## config.mk

```make
export PLATFORM = sky130hd
export DESIGN_NAME = tuple_lane_filter
export DESIGN_NICKNAME = d
export VERILOG_FILES = /design/src/rtl/tlf_pkg.sv /design/src/rtl/tlf_mask_gen.sv /design/src/rtl/tlf_pos_decoder.sv /design/src/rtl/tlf_emit_ctrl.sv /design/src/rtl/tuple_lane_filter.sv
export SDC_FILE = /design/constraint.sdc
export NUM_CORES = 1
export LEC_CHECK = 0
export BUFFER_PORTS_ARGS = -buffer_cell sky130_fd_sc_hd__buf_2
export CAP_MARGIN = 20
export CORE_MARGIN = 2
export CORE_UTILIZATION = 35
export CTS_BUF_LIST = sky130_fd_sc_hd__clkbuf_8 sky130_fd_sc_hd__clkbuf_16
export DETAILED_ROUTE_END_ITERATION = 16
export PLACE_DENSITY = 0.67
export SYNTH_ARGS = -nofsm -noshare
export SYNTH_HDL_FRONTEND = slang
export SYNTH_SLANG_ARGS = --single-unit
```

## constraint.sdc

```tcl
create_clock -name clk -period 4.9 [get_ports clk]
set_clock_uncertainty 0.05 [all_clocks]
set_input_delay 0 -clock clk [delete_from_list [all_inputs] [get_ports clk]]
set_output_delay 0 -clock clk [all_outputs]
set_load 0.03 [all_outputs]
```

## src/rtl/tlf_pkg.sv

```systemverilog
package tlf_pkg;
  localparam int GROUP = 8;
  localparam int IDX_W = $clog2(GROUP);
  localparam int CNT_W = $clog2(GROUP + 1);
  typedef logic [IDX_W-1:0] slot_t;
  typedef logic [CNT_W-1:0] count_t;
endpackage

```

## src/rtl/tlf_mask_gen.sv

```systemverilog
module tlf_mask_gen
  import tlf_pkg::*;
#(
  parameter int DEST_W  = 4,
  parameter int LANE_ID = 0
) (
  input  logic [GROUP*DEST_W-1:0] dest_flat,
  output logic [GROUP-1:0]        hit_mask
);
  for (genvar g = 0; g < GROUP; g++) begin : g_cmp
    assign hit_mask[g] = (dest_flat[g*DEST_W +: DEST_W] == DEST_W'(LANE_ID));
  end
endmodule

```

## src/rtl/tlf_pos_decoder.sv

```systemverilog
module tlf_pos_decoder
  import tlf_pkg::*;
(
  input  logic [GROUP-1:0]       hit_mask,
  output count_t                 hit_count,
  output logic [GROUP*IDX_W-1:0] pos_flat
);
  count_t run;

  // Packs set-bit indices, lowest index into the lowest field.
  always_comb begin
    run      = '0;
    pos_flat = '0;
    for (int i = 0; i < GROUP; i++) begin
      if (hit_mask[i]) begin
        pos_flat[run[IDX_W-1:0]*IDX_W +: IDX_W] = slot_t'(i);
        run = run + count_t'(1);
      end
    end
    hit_count = run;
  end
endmodule

```

## src/rtl/tlf_emit_ctrl.sv

```systemverilog
module tlf_emit_ctrl
  import tlf_pkg::*;
#(
  parameter int PAYLOAD_W = 16
) (
  input  logic                     clk,
  input  logic                     rst_n,
  input  logic                     load,
  input  count_t                   load_cnt,
  input  logic [GROUP*IDX_W-1:0]   load_pos,
  input  logic [GROUP*PAYLOAD_W-1:0] load_data,
  input  logic                     out_ready,
  output logic                     out_valid,
  output slot_t                    out_index,
  output logic [PAYLOAD_W-1:0]     out_data,
  output logic                     last_beat
);
  logic   busy_q, busy_d;
  count_t ptr_q, ptr_d;
  count_t cnt_q, cnt_d;
  logic   ctl_en;

  slot_t                pos_q  [GROUP];
  logic [PAYLOAD_W-1:0] data_q [GROUP];

  assign last_beat = busy_q && ((ptr_q + count_t'(1)) == cnt_q);
  assign ctl_en    = load | (busy_q & out_ready);

  always_comb begin
    busy_d = busy_q;
    ptr_d  = ptr_q;
    cnt_d  = cnt_q;
    if (load) begin
      busy_d = (load_cnt != '0);
      ptr_d  = '0;
      cnt_d  = load_cnt;
    end else if (busy_q && out_ready) begin
      if (last_beat) busy_d = 1'b0;
      else           ptr_d  = ptr_q + count_t'(1);
    end
  end

  always_ff @(posedge clk or negedge rst_n) begin
    if (!rst_n) begin
      busy_q <= 1'b0;
      ptr_q  <= '0;
      cnt_q  <= '0;
    end else if (ctl_en) begin
      busy_q <= busy_d;
      ptr_q  <= ptr_d;
      cnt_q  <= cnt_d;
    end
  end

  for (genvar s = 0; s < GROUP; s++) begin : g_slot
    always_ff @(posedge clk) begin
      if (load) begin
        pos_q[s]  <= load_pos[s*IDX_W +: IDX_W];
        data_q[s] <= load_data[s*PAYLOAD_W +: PAYLOAD_W];
      end
    end
  end

  assign out_valid = busy_q;
  assign out_index = pos_q[ptr_q[IDX_W-1:0]];
  assign out_data  = data_q[out_index];
endmodule

```

## src/rtl/tuple_lane_filter.sv

```systemverilog
module tuple_lane_filter
  import tlf_pkg::*;
#(
  parameter int LANES     = 12,
  parameter int LANE_ID   = 0,
  parameter int PAYLOAD_W = 16,
  localparam int DEST_W   = $clog2(LANES)
) (
  input  logic                       clk,
  input  logic                       rst_n,
  input  logic                       in_valid,
  output logic                       in_ready,
  input  logic [GROUP*DEST_W-1:0]    in_dest,
  input  logic [GROUP*PAYLOAD_W-1:0] in_data,
  output logic                       out_valid,
  input  logic                       out_ready,
  output logic [IDX_W-1:0]           out_index,
  output logic [PAYLOAD_W-1:0]       out_data
);
  logic [GROUP-1:0]       hit_mask;
  count_t                 hit_count;
  logic [GROUP*IDX_W-1:0] pos_flat;
  logic                   last_beat;
  logic                   accept;

  tlf_mask_gen #(.DEST_W(DEST_W), .LANE_ID(LANE_ID)) u_mask (
    .dest_flat (in_dest),
    .hit_mask  (hit_mask)
  );

  tlf_pos_decoder u_dec (
    .hit_mask  (hit_mask),
    .hit_count (hit_count),
    .pos_flat  (pos_flat)
  );

  assign in_ready = !out_valid || (out_ready && last_beat);
  assign accept   = in_valid && in_ready;

  tlf_emit_ctrl #(.PAYLOAD_W(PAYLOAD_W)) u_emit (
    .clk       (clk),
    .rst_n     (rst_n),
    .load      (accept),
    .load_cnt  (hit_count),
    .load_pos  (pos_flat),
    .load_data (in_data),
    .out_ready (out_ready),
    .out_valid (out_valid),
    .out_index (out_index),
    .out_data  (out_data),
    .last_beat (last_beat)
  );
endmodule

```

### Word-level counts from Yosys, hierarchy flattened

Memory sizes are Yosys's and may differ from the RTL's.
Index checks and enable logic that the tools add are counted.
W data, S select, Z words.

* register bits after elaboration: 9
* memory bits (writable): 152
* input bits: 164
* output and inout port bits: 21
* word-level logic and storage cells: 95
* memories kept: 2

Memories
* u_emit.data_q: depth 8, bits a word 16, read ports 1, clocked after Yosys merged registers in 0, wr ports 8, line tlf_emit_ctrl.sv:24 `logic [PAYLOAD_W-1:0] data_q [GROUP];`
* u_emit.pos_q: depth 8, bits a word 3, read ports 1, clocked after Yosys merged registers in 0, wr ports 8, line tlf_emit_ctrl.sv:23 `slot_t pos_q [GROUP];`

* add/sub/neg operators: 15
* multiply operators: 7
* eq/ne operators: 2
* shift operators: 14
* mux-type cells: 29
* bitwise logic cells: 3
* reductions and logical operators: 20

Operator list (number)
* $neg A5 Y34: 7
* $shift A3 B34 Y24 const A: 7
* $shiftx A3 B34 Y24 const A: 7
* $mux W24: 7
* $bwmux W24: 6
* $mux W4: 10
* $logic_not A4 Y1: 8
* $mul A3 B2 Y5 const B: 6
* $add A4 B1 Y4 const B: 7
* $and A24 B24 Y24: 1
* $mux W1: 6
* $reduce_and A3 Y1: 2
* $eq A4 B4 Y1: 1
* $logic_and A1 B1 Y1: 4
* $reduce_bool A2 Y1: 2
* $reduce_bool A4 Y1: 1
* $mul A1 B2 Y3 const B: 1
* $add A1 B1 Y2 const B: 1
* $ne A2 B1 Y1 const B: 1
* $reduce_and A2 Y1: 1
* $and A1 B1 Y1: 1
* $logic_not A1 Y1: 1
* $logic_or A1 B1 Y1: 1
* $or A1 B1 Y1: 1

### Depth between registers and ports, before layout

Gate-level depths: netlist of run 1.

* word-level depth: 19
* mapped depth: 25
* gate-level depth less buffers: 25

### Cells and area by module

A second synthesis of run 1 with hierarchy kept.

* cells, all modules: 594
* area total of the unflattened synthesis: 8489.4 um2

By module, submodules not included
* tlf_emit_ctrl: instances 1, cells an instance 320, area each 6458.7 um2, seq. area each 4789.6 um2
* tlf_pos_decoder: instances 1, cells an instance 263, area each 1911.8 um2, seq. area each 0.0 um2
* tlf_mask_gen: instances 1, cells an instance 8, area each 100.1 um2, seq. area each 0.0 um2
* tuple_lane_filter: instances 1, cells an instance 3, area each 18.8 um2, seq. area each 0.0 um2

### Worst setup path before layout of run 1

No wires, ideal clock.

* path type: reg-to-reg
* start point: register u_emit.ptr_q[1]
* end point: memory u_emit.data_q[0][0], enable pin
* data arrival time: 5.272 ns
* required time: 4.345 ns
* slack: -0.926 ns
* stages on the path, launching flop included: 9
* path through: dfrtp_1 clkbuf_1 nand3_1 xor2_1 xnor2_1 o41a_1 a21oi_1 nand2_1 inv_1

RTL lines
* from (decl): line tlf_emit_ctrl.sv:19 `count_t ptr_q, ptr_d;`
* from (signal assigned): line tlf_emit_ctrl.sv:50 `ptr_q <= ptr_d;`
* to (decl): line tlf_emit_ctrl.sv:24

==> impl_metrics.env, run 1 <==
export IMPL_vias=6336
export IMPL_synth_fp_nets=817
export IMPL_post_route_period_util_pct=91.7
export IMPL_hp_class="primary input to flip-flop"
export IMPL_cts_setup_buffers=0
export IMPL_tightest_slew_ns=0.812
export IMPL_insertion_delay_ns=0.42
export IMPL_grtUsageTotal_pct=17.8
export IMPL_drc=0
export IMPL_rsz0062_at_grt="false"
export IMPL_die_area_sq_mm=0.0246
export IMPL_p_leak_nw=4.70
export IMPL_critical_path_arrival_ns=4.70
export IMPL_grt_max_degree=70
export IMPL_cts_buffers=17
export IMPL_ios=185
export IMPL_syn_inst=628
export IMPL_maxSlewHeadroom_pct=44.7
export IMPL_cts_tree="built"
export IMPL_critical_path_cell_chain="buf_2 > or4_1 > fa_2 > buf_4 > xnor2_1 > ha_1 > nor2_1 > a21oi_1 > ha_1 > nand2_1 > o21ai_0 > inv_1 > ha_1 > nand2b_1 > o21ai_2 > inv_1 > ha_1 > inv_1 > nand2_1 > mux2_2 > or2_2 > o21ai_1"
export IMPL_path_clk_slew_ns=0.06
export IMPL_synth_flop_cell="edfxtp_1"
export IMPL_hold_slack_ns=0.0887
export IMPL_cp_required_ns=5.11
export IMPL_dp_hpwl_microns=15200
export IMPL_drt_iter0_drc=378
export IMPL_crit_fanout=5
export IMPL_syn2layout_area_growth_pct=41.7
export IMPL_htreeDepth=4
export IMPL_ir_drop_mv=0.292
export IMPL_ys_seq_elements=161
export IMPL_max_freq_ghz=0.222
export IMPL_synth_avg_cell_area_sq_um=13.0
export IMPL_synth_distinct_cells=67
export IMPL_fp_dieH_microns=157
export IMPL_drive_above_1_share_pct=29.1
export IMPL_p_per_area_mw_per_mm2=509
export IMPL_rows=55
export IMPL_yosysTopAreaCell="edfxtp_1"
export IMPL_layout_min_cycle_time_ns=4.49
export IMPL_wl_per_cell_microns=17.3
export IMPL_maxCapViolations=0
export IMPL_yosysMostFrequentCell="edfxtp_1"
export IMPL_worst_setup_path_start_kind="primary input"
export IMPL_setup_tns_ns=0
export IMPL_routed_via_density=4.91
export IMPL_n_antenna_cell=0
export IMPL_cts_path_max_buffers=2
export IMPL_ff_latch_area_sq_mm=0.00479
export IMPL_synth_common_cells="edfxtp_1, nand2_1, mux2i_1"
export IMPL_start_util_pct=35.9
export IMPL_crit_path_top_delay_cell="or4_1"
export IMPL_core_area_sq_mm=0.0228
export IMPL_max_stage_delay_ns=0.61
export IMPL_worstSetupPathType="primary input to flip-flop"
export IMPL_drtAntennaViolNets=0
export IMPL_dp_slack_ns=0.00306
export IMPL_synth_area_leaders="edfxtp_1, mux2i_1, ha_1, nand2_1, a211oi_1"
export IMPL_io_buffers=184
export IMPL_grt_ovfl_total=0
export IMPL_fin_ws_ns=0.405
export IMPL_drv_slew=0
export IMPL_cts_root_buffer="clkbuf_16"
export IMPL_layout_nets=1153
export IMPL_routed_wl_microns=22300
export IMPL_grt_pass1_vias=6446
export IMPL_hold_viol_final=0
export IMPL_firstDrtPassIters=4
export IMPL_async_flop_share_pct=5.59
export IMPL_cts_num_sinks=161
export IMPL_syn_area_sq_mm=0.00819
export IMPL_setup_viol_count_final=0
export IMPL_gp_congestion=0.903
export IMPL_antenna_found_initial=0
export IMPL_grt_pass1_wl_microns=33500
export IMPL_multi_input_area_sq_mm=0.00328
export IMPL_synth_edf_count=152
export IMPL_yosysTopAreaCellShare_pct=55.7
export IMPL_status="complete, no violations"
export IMPL_cp_common_cell="ha_1"
export IMPL_die_w_microns=157
export IMPL_yosysSeqAreaShare_pct=58.5
export IMPL_yosysWarnings=0
export IMPL_fillCellCount=1901
export IMPL_end_kind="flip-flop"
==> worst max-delay path: cells and delay by family <==
kind,cells,cell delay [ns]
buf+inv,5,0.54
simple gates,6,1.35
fa+ha+maj,5,1.65
xor+xnor,1,0.41
compound gates,4,0.43
mux,1,0.30
==> worst paths after layout <==
check	start	depth (start not counted)	to	slack, ns
setup / recovery	in_dest[5]	22	u_emit.pos_q[2][0]	0.41
hold / removal	in_dest[30]	5	u_emit.cnt_q[1]	0.09
setup reg to reg	u_emit.ptr_q[0]	8	u_emit.data_q[4][4]	1.22
hold reg to reg	u_emit.cnt_q[2]	2	u_emit.cnt_q[2]	0.45
max in group asynchronous	rst_n	3	u_emit.cnt_q[2]	3.97
min in group asynchronous	rst_n	3	u_emit.ptr_q[3]	0.54
==> flip-flops by register name (all words and copies together), names as in the netlist <==
| signal | flops |
|---|---|
| u_emit.out_valid | 1 |
| u_emit.pos_q | 24 |
| u_emit.data_q | 128 |
| u_emit.cnt_q | 4 |
| u_emit.ptr_q | 4 |
==> cells in the final DEF (no fill, tap or decap), types with 6 or more instances in the layout <==
master / n
nand3_1: 9
inv_1: 17
and2_1: 8
xnor2_1: 15
mux4_2: 6
ha_1: 23
buf_4: 22
clkbuf_16: 17
nor2b_1: 20
nor3_1: 10
a31o_2: 16
buf_2: 184
dlygate4sd3_1: 133
a211oi_1: 34
mux2i_1: 49
dfrtp_1: 9
nand2_1: 75
edfxtp_1: 152
o21ai_0: 8
nor2_1: 31
a21oi_1: 12
==> repair_timing <==
| item | CTS | global route |
|---|---|---|
| setup endpoints to repair | 0 | 0 |
| resized for setup | 0 | 0 |
| hold buffers | 133 | 0 |
| hold endpoints to repair | 142 | 0 |
==> kinds of logic (layout without fill, tap and decap cells) <==
| family | Yosys count | after routing | share of synthesized area (%) |
|---|---|---|---|
| muxes | 59 | 59 | 8.14 |
| AOI/OAI and AO/OA | 123 | 123 | 11.2 |
| buffers and inverters | 44 | 393 | 2.26 |
| DFF | 161 | 161 | 58.5 |
| and+or+nand+nor | 187 | 187 | 11.5 |
| xor gates and xnor gates | 29 | 29 | 4.51 |
| adders and majority gates | 25 | 25 | 3.91 |
==> report_power, final <==
group / leakage, nW / internal (mW) / switching (mW)
logic: 2.89 / 0.976 / 1.66
registers: 1.52 / 1.89 / 0.119
clock network: 0.281 / 0.746 / 0.527
==> cell type report <==
type,instances,area share [%]
Sequential cell,161,41.3
Multi-Input combinational cell,423,28.3
Timing Repair Buffer,343,21.5
Clock buffer,17,3.67
Tap cell,313,3.38
Clock inverter,15,1.24
Inverter,18,0.615
==> metrics by stage <==
step | total power [mW] | utilization (%) | instance area [sq um] | instances
CTS | 5.93 | 50.9 | 11600 | 1290
global placement | 4.54 | 42.6 | 9700 | 1125
global route | 6.21 | 50.9 | 11600 | 1290
detailed placement | 4.57 | 42.6 | 9700 | 1125
floorplan | 3.78 | - | 8220 | 628
finish | 5.91 | 50.9 | 11600 | 1290
==> routing by layer <==
| metal | up-vias | GRT usage, % | share of wire, % |
|---|---|---|---|
| met5 | - | 0 | 0 |
| met1 | 3055 | 20.9 | 41 |
| met2 | 201 | 32.5 | 51 |
| met3 | 26 | 4.32 | 5.8 |
| li1 | 3054 | - | - |
| met4 | 0 | 4.85 | 1.5 |
Note: power is estimated with default switching activity, not from simulation.
==> run 2, diff against run 1 <==
--- a/config.mk
+++ b/config.mk
@@ -11,6 +11,7 @@
 export CORE_UTILIZATION = 35
 export CTS_BUF_LIST = sky130_fd_sc_hd__clkbuf_8 sky130_fd_sc_hd__clkbuf_16
 export DETAILED_ROUTE_END_ITERATION = 16
+export GPL_TIMING_DRIVEN = 0
 export PLACE_DENSITY = 0.67
 export SYNTH_ARGS = -nofsm -noshare
 export SYNTH_HDL_FRONTEND = slang
==> impl_metrics.env, run 2 (synthesis results as in run 1) <==
export IMPL_die_area_sq_mm=0.0246
export IMPL_p_per_area_mw_per_mm2=508
export IMPL_total_power_mw=5.88
export IMPL_reg2reg_from="u_emit.ptr_q[1]"
export IMPL_worst_setup_path_start_kind="primary input"
export IMPL_dp_slack_ns=-0.745
export IMPL_drt_iter0_drc=393
export IMPL_tightest_slew_ns=0.930
export IMPL_cp_required_ns=5.11
export IMPL_max_stage_delay_ns=0.59
export IMPL_ios=185
export IMPL_placed_cell_area_sq_mm=0.00959
export IMPL_setup_tns_ns=0
export IMPL_drtAntennaViolNets=0
export IMPL_largest_register="u_emit.data_q"
export IMPL_ir_drop_mv=0.286
export IMPL_grt_pass1_vias=6698
export IMPL_hold_slack_ns=0.0693
export IMPL_layout_nets=1163
export IMPL_firstDrtPassIters=5
export IMPL_maxSlewHeadroom_pct=36.2
export IMPL_setup_viol_count_final=0
export IMPL_io_buffers=184
export IMPL_min_to="u_emit.cnt_q[0]"
export IMPL_drv_slew=0
export IMPL_fin_ws_ns=0.293
export IMPL_cpLargestDelayFamily="adder cells"
export IMPL_post_route_util_pct=50.8
export IMPL_cts_buffers=17
export IMPL_cts_tree="built"
export IMPL_htreeDepth=4
export IMPL_critical_path_arrival_ns=4.82
export IMPL_p_leak_nw=4.67
export IMPL_insertion_delay_ns=0.42
export IMPL_grtUsageTotal_pct=18.9
export IMPL_holdPathStages=4
export IMPL_critical_path_cell_chain="buf_2 > or4_4 > fa_2 > inv_2 > ha_4 > nor2_1 > a21oi_2 > ha_1 > nor2_2 > a21oi_1 > ha_1 > nand2_1 > o21ai_2 > inv_1 > ha_1 > nand2b_4 > o21ai_4 > inv_1 > ha_1 > inv_2 > nand2_1 > mux2_2 > or2_2 > o21ai_1"
export IMPL_fp_dieH_microns=157
export IMPL_drc=0
export IMPL_cts_path_max_buffers=2
export IMPL_stdcell_count=1301
export IMPL_path_clk_slew_ns=0.06
export IMPL_crit_fanout=7
export IMPL_r2r_slack_ns=1.30
export IMPL_core_area_sq_mm=0.0228
export IMPL_worstSetupPathType="primary input to flip-flop"
export IMPL_rows=55
export IMPL_final_cell_mix="buf_2, edfxtp_1, dlygate4sd3_1"
export IMPL_vias=6419
export IMPL_layout_min_cycle_time_ns=4.61
export IMPL_rsz0062_at_grt="false"
export IMPL_biggestRegsByFlops="u_emit.data_q: 128 flops, u_emit.pos_q: 24 flops"
export IMPL_grt_ovfl_total=0
export IMPL_largest_reg_flops=128
export IMPL_grt_pass1_wl_microns=35200
export IMPL_routed_via_density=4.93
export IMPL_r2r_end="u_emit.data_q[1][0]"
export IMPL_status="complete, no violations"
export IMPL_cts_num_sinks=161
export IMPL_routed_wl_microns=23100
export IMPL_worst_path_buf_inv=5
export IMPL_gp_congestion=0.885
export IMPL_final_common_cell="buf_2"
export IMPL_syn2layout_area_growth_pct=41.3
export IMPL_dp_cells=1128
export IMPL_maxCapViolations=0
export IMPL_fin_area_sq_mm=0.0116
export IMPL_start_util_pct=35.9
export IMPL_grt_max_degree=47
export IMPL_drive_above_1_share_pct=29.0
export IMPL_cts_root_buffer="clkbuf_16"
export IMPL_die_w_microns=157
export IMPL_wl_per_cell_microns=17.8
export IMPL_antenna_found_initial=1
export IMPL_cp_common_cell="ha_1"
export IMPL_max_freq_ghz=0.217
export IMPL_min_from="in_dest[30]"
export IMPL_hp_class="primary input to flip-flop"
export IMPL_crit_path_top_delay_cell="fa_2"
export IMPL_post_route_period_util_pct=94.0
export IMPL_dp_hpwl_microns=16100
export IMPL_end_kind="flip-flop"
export IMPL_hold_viol_final=0
export IMPL_r2r_cells=10
-- run 2: cell types whose count changed in the layout (fill, tap and decap cells not counted), sizes merged --
cell,change
buf,-5
bufinv,-2
clkbuf,+15
clkinv,-1
clkinvlp,+1
diode,+1
inv,+2
-- run 2: routing by layer --
metal | wire, microns | share of wire [%] | vias to the layer above | track usage, %
li1 | - | - | 3076 | -
met1 | 9280 | 40 | 3079 | 21.1
met2 | 11900 | 51 | 229 | 35.0
met3 | 1440 | 6.2 | 35 | 4.30
met4 | 550 | 2.4 | 0 | 6.90
met5 | 0 | 0 | - | 0
-- run 2: what timing repair did --
item | 4_1_cts | 5_1_grt
resized for setup | 4 | 11
hold endpoints to repair | 142 | 0
hold buffers | 133 | 0
endpoints found under the setup margin | 23 | 23
setup buffers | 2 | 4
pin swaps | 1 | 3
-- run 2: power breakdown --
group	internal [mW]	leakage (nW)	total [mW]	switching, mW
clock network	0.652	0.258	1.20	0.551
logic	0.956	2.89	2.71	1.75
registers	1.88	1.52	1.97	0.0829
total	3.49	4.67	5.88	2.38
-- run 2: worst max-delay path by stage --
stage	cells after the start	slack, ns	from	endpoint
after floorplan	23	0.03	in_dest[5]	u_emit.pos_q[2][2]
after global placement	25	-0.72	in_dest[9]	u_emit.pos_q[2][0]
after detailed placement	25	-0.75	in_dest[9]	u_emit.pos_q[2][0]
after CTS	24	0.02	in_dest[5]	u_emit.pos_q[2][0]
after global routing	9	0.03	u_emit.ptr_q[0]	out_data[8]
final	24	0.29	in_dest[5]	u_emit.pos_q[2][0]
-- run 2: cell type report --
cell class / count / area [sq um]
Timing Repair Buffer: 327 / 2360
Buffer: 26 / 118
Clock inverter: 15 / 109
Inverter: 18 / 71.3
Tap cell: 313 / 392
Fill cell: 1928 / 11200
Multi-Input combinational cell: 423 / 3300
Sequential cell: 161 / 4790
Antenna cell: 1 / 2.50
Clock buffer: 17 / 425
-- run 2: worst min-delay path: cells and delay by family --
kind | cells | cell delay, ns
buffers and inverters | 1 | 0.08
AND/OR/NAND/NOR | 1 | 0.20
AO/OA/AOI/OAI | 1 | 0.07
XOR/XNOR | 1 | 0.15
==> run 3, diff against run 2 <==
--- a/config.mk
+++ b/config.mk
@@ -9,7 +9,7 @@
 export CAP_MARGIN = 20
 export CORE_MARGIN = 2
 export CORE_UTILIZATION = 35
-export CTS_BUF_LIST = sky130_fd_sc_hd__clkbuf_8 sky130_fd_sc_hd__clkbuf_16
+export CTS_BUF_LIST = sky130_fd_sc_hd__clkbuf_4
 export DETAILED_ROUTE_END_ITERATION = 16
 export GPL_TIMING_DRIVEN = 0
 export PLACE_DENSITY = 0.67
==> impl_metrics.env, run 3 (synthesis results as in run 1) <==
export IMPL_layout_nets=1172
export IMPL_cts_buffers=17
export IMPL_critical_path_arrival_ns=4.99
export IMPL_cts_path_max_buffers=2
export IMPL_worst_setup_path_start_kind="primary input"
export IMPL_drive_above_1_share_pct=28.1
export IMPL_grt_pass1_wl_microns=35300
export IMPL_start_util_pct=35.9
export IMPL_cts_num_sinks=161
export IMPL_max_freq_ghz=0.216
export IMPL_rows=55
export IMPL_setup_tns_ns=0
export IMPL_dp_hpwl_microns=16100
export IMPL_core_area_sq_mm=0.0228
export IMPL_grtUsageTotal_pct=19.0
export IMPL_hold_slack_ns=0.0427
export IMPL_dp_cells=1128
export IMPL_ir_drop_mv=0.292
export IMPL_wl_per_cell_microns=17.8
export IMPL_end_kind="flip-flop"
export IMPL_ios=185
export IMPL_drtAntennaViolNets=0
export IMPL_largest_reg_flops=128
export IMPL_rsz0062_at_grt="false"
export IMPL_cts_tree="built"
export IMPL_setup_viol_count_final=0
export IMPL_hold_viol_final=0
export IMPL_grt_ovfl_total=0
export IMPL_fillCellCount=1968
export IMPL_grt_pass1_vias=6752
export IMPL_antenna_found_initial=1
export IMPL_stdcell_count=1310
export IMPL_placed_cell_area_sq_mm=0.00959
export IMPL_die_area_sq_mm=0.0246
export IMPL_syn2layout_area_growth_pct=38.5
export IMPL_grt_max_degree=47
export IMPL_final_common_cell="buf_2"
export IMPL_fin_area_sq_mm=0.0113
export IMPL_tightest_slew_ns=0.823
export IMPL_p_leak_nw=4.57
export IMPL_fp_dieH_microns=157
export IMPL_cp_required_ns=5.25
export IMPL_fin_ws_ns=0.260
export IMPL_p_per_area_mw_per_mm2=474
export IMPL_drv_slew=0
export IMPL_firstDrtPassIters=5
export IMPL_crit_fanout=7
export IMPL_cts_root_buffer="clkbuf_4"
export IMPL_routed_wl_microns=23300
export IMPL_maxSlewHeadroom_pct=44.7
export IMPL_insertion_delay_ns=0.55
export IMPL_largest_register="u_emit.data_q"
export IMPL_post_route_util_pct=49.8
export IMPL_io_buffers=184
export IMPL_total_power_mw=5.38
export IMPL_routed_via_density=4.98
export IMPL_htreeDepth=4
export IMPL_die_w_microns=157
export IMPL_gp_congestion=0.885
export IMPL_dp_slack_ns=-0.745
export IMPL_worstSetupPathType="primary input to flip-flop"
export IMPL_vias=6518
export IMPL_path_clk_slew_ns=0.13
export IMPL_post_route_period_util_pct=94.7
export IMPL_maxCapViolations=0
export IMPL_drc=0
export IMPL_final_cell_mix="buf_2, edfxtp_1, dlygate4sd3_1"
export IMPL_drt_iter0_drc=391
export IMPL_layout_min_cycle_time_ns=4.64
export IMPL_biggestRegsByFlops="u_emit.data_q: 128 flops, u_emit.pos_q: 24 flops"
export IMPL_hp_class="primary input to flip-flop"
export IMPL_status="complete, no violations"
==> run 3: worst paths after layout <==
check / from / end / slack, ns / cells past startpoint
max in group asynchronous: rst_n / u_emit.out_valid / 4.15 / 3
max: in_dest[5] / u_emit.pos_q[2][0] / 0.26 / 24
min reg2reg: u_emit.ptr_q[3] / u_emit.ptr_q[3] / 0.48 / 2
min in group asynchronous: rst_n / u_emit.ptr_q[3] / 0.38 / 3
max reg2reg: u_emit.ptr_q[1] / u_emit.data_q[7][4] / 1.28 / 10
min: in_dest[25] / u_emit.pos_q[6][0] / 0.04 / 5
==> run 3: layout make-up <==
type | count | area, sq um | area share (%)
sequential | 161 | 4790 | 42.2
inverter | 18 | 71.3 | 0.629
buffer | 26 | 118 | 1.04
antenna | 1 | 2.50 | 0.0221
multi-input combinational | 423 | 3270 | 28.9
clock inverter | 15 | 109 | 0.960
clock buffer | 17 | 128 | 1.13
timing repair buffer | 336 | 2460 | 21.7
tap | 313 | 392 | 3.45
==> run 3: what timing repair did <==
item | in CTS | in global routing
pin swaps | 1 | 2
endpoints found under the hold margin | 155 | 0
resized for setup | 2 | 7
hold buffers | 144 | 0
endpoints found under the setup margin | 13 | 22
buffers inserted | 2 | 3
==> run 3: power by group <==
group,internal (mW),total [mW],switching [mW]
Clock,0.205,0.694,0.488
Sequential,1.88,1.96,0.0805
Combinational,0.965,2.72,1.76
==> run 3: per-layer routing <==
layer  share of wire, %  GRT usage [%]  vias to the layer above
li1                   -              -                     3098
met1                 40           21.3                     3149
met2                 52           35.1                      237
met3                6.3           4.63                       34
met4                2.3           6.51                        0
met5                  0              0                        -
==> run 3: worst max-delay path, stage by stage <==
cell and delay (ns):
buf_2 0.09, or4_4 0.57, fa_2 0.58, inv_1 0.12, ha_4 0.32, nor2_1 0.06
a21oi_2 0.15, ha_1 0.25, nor2_1 0.14, a21oi_1 0.09, ha_1 0.34, nand2_1 0.10
o21ai_2 0.12, inv_1 0.07, ha_1 0.31, nand2b_2 0.24, o21ai_4 0.16, inv_1 0.10
ha_1 0.25, inv_1 0.14, nand2_1 0.06, mux2_2 0.31, or2_2 0.30, o21ai_1 0.11
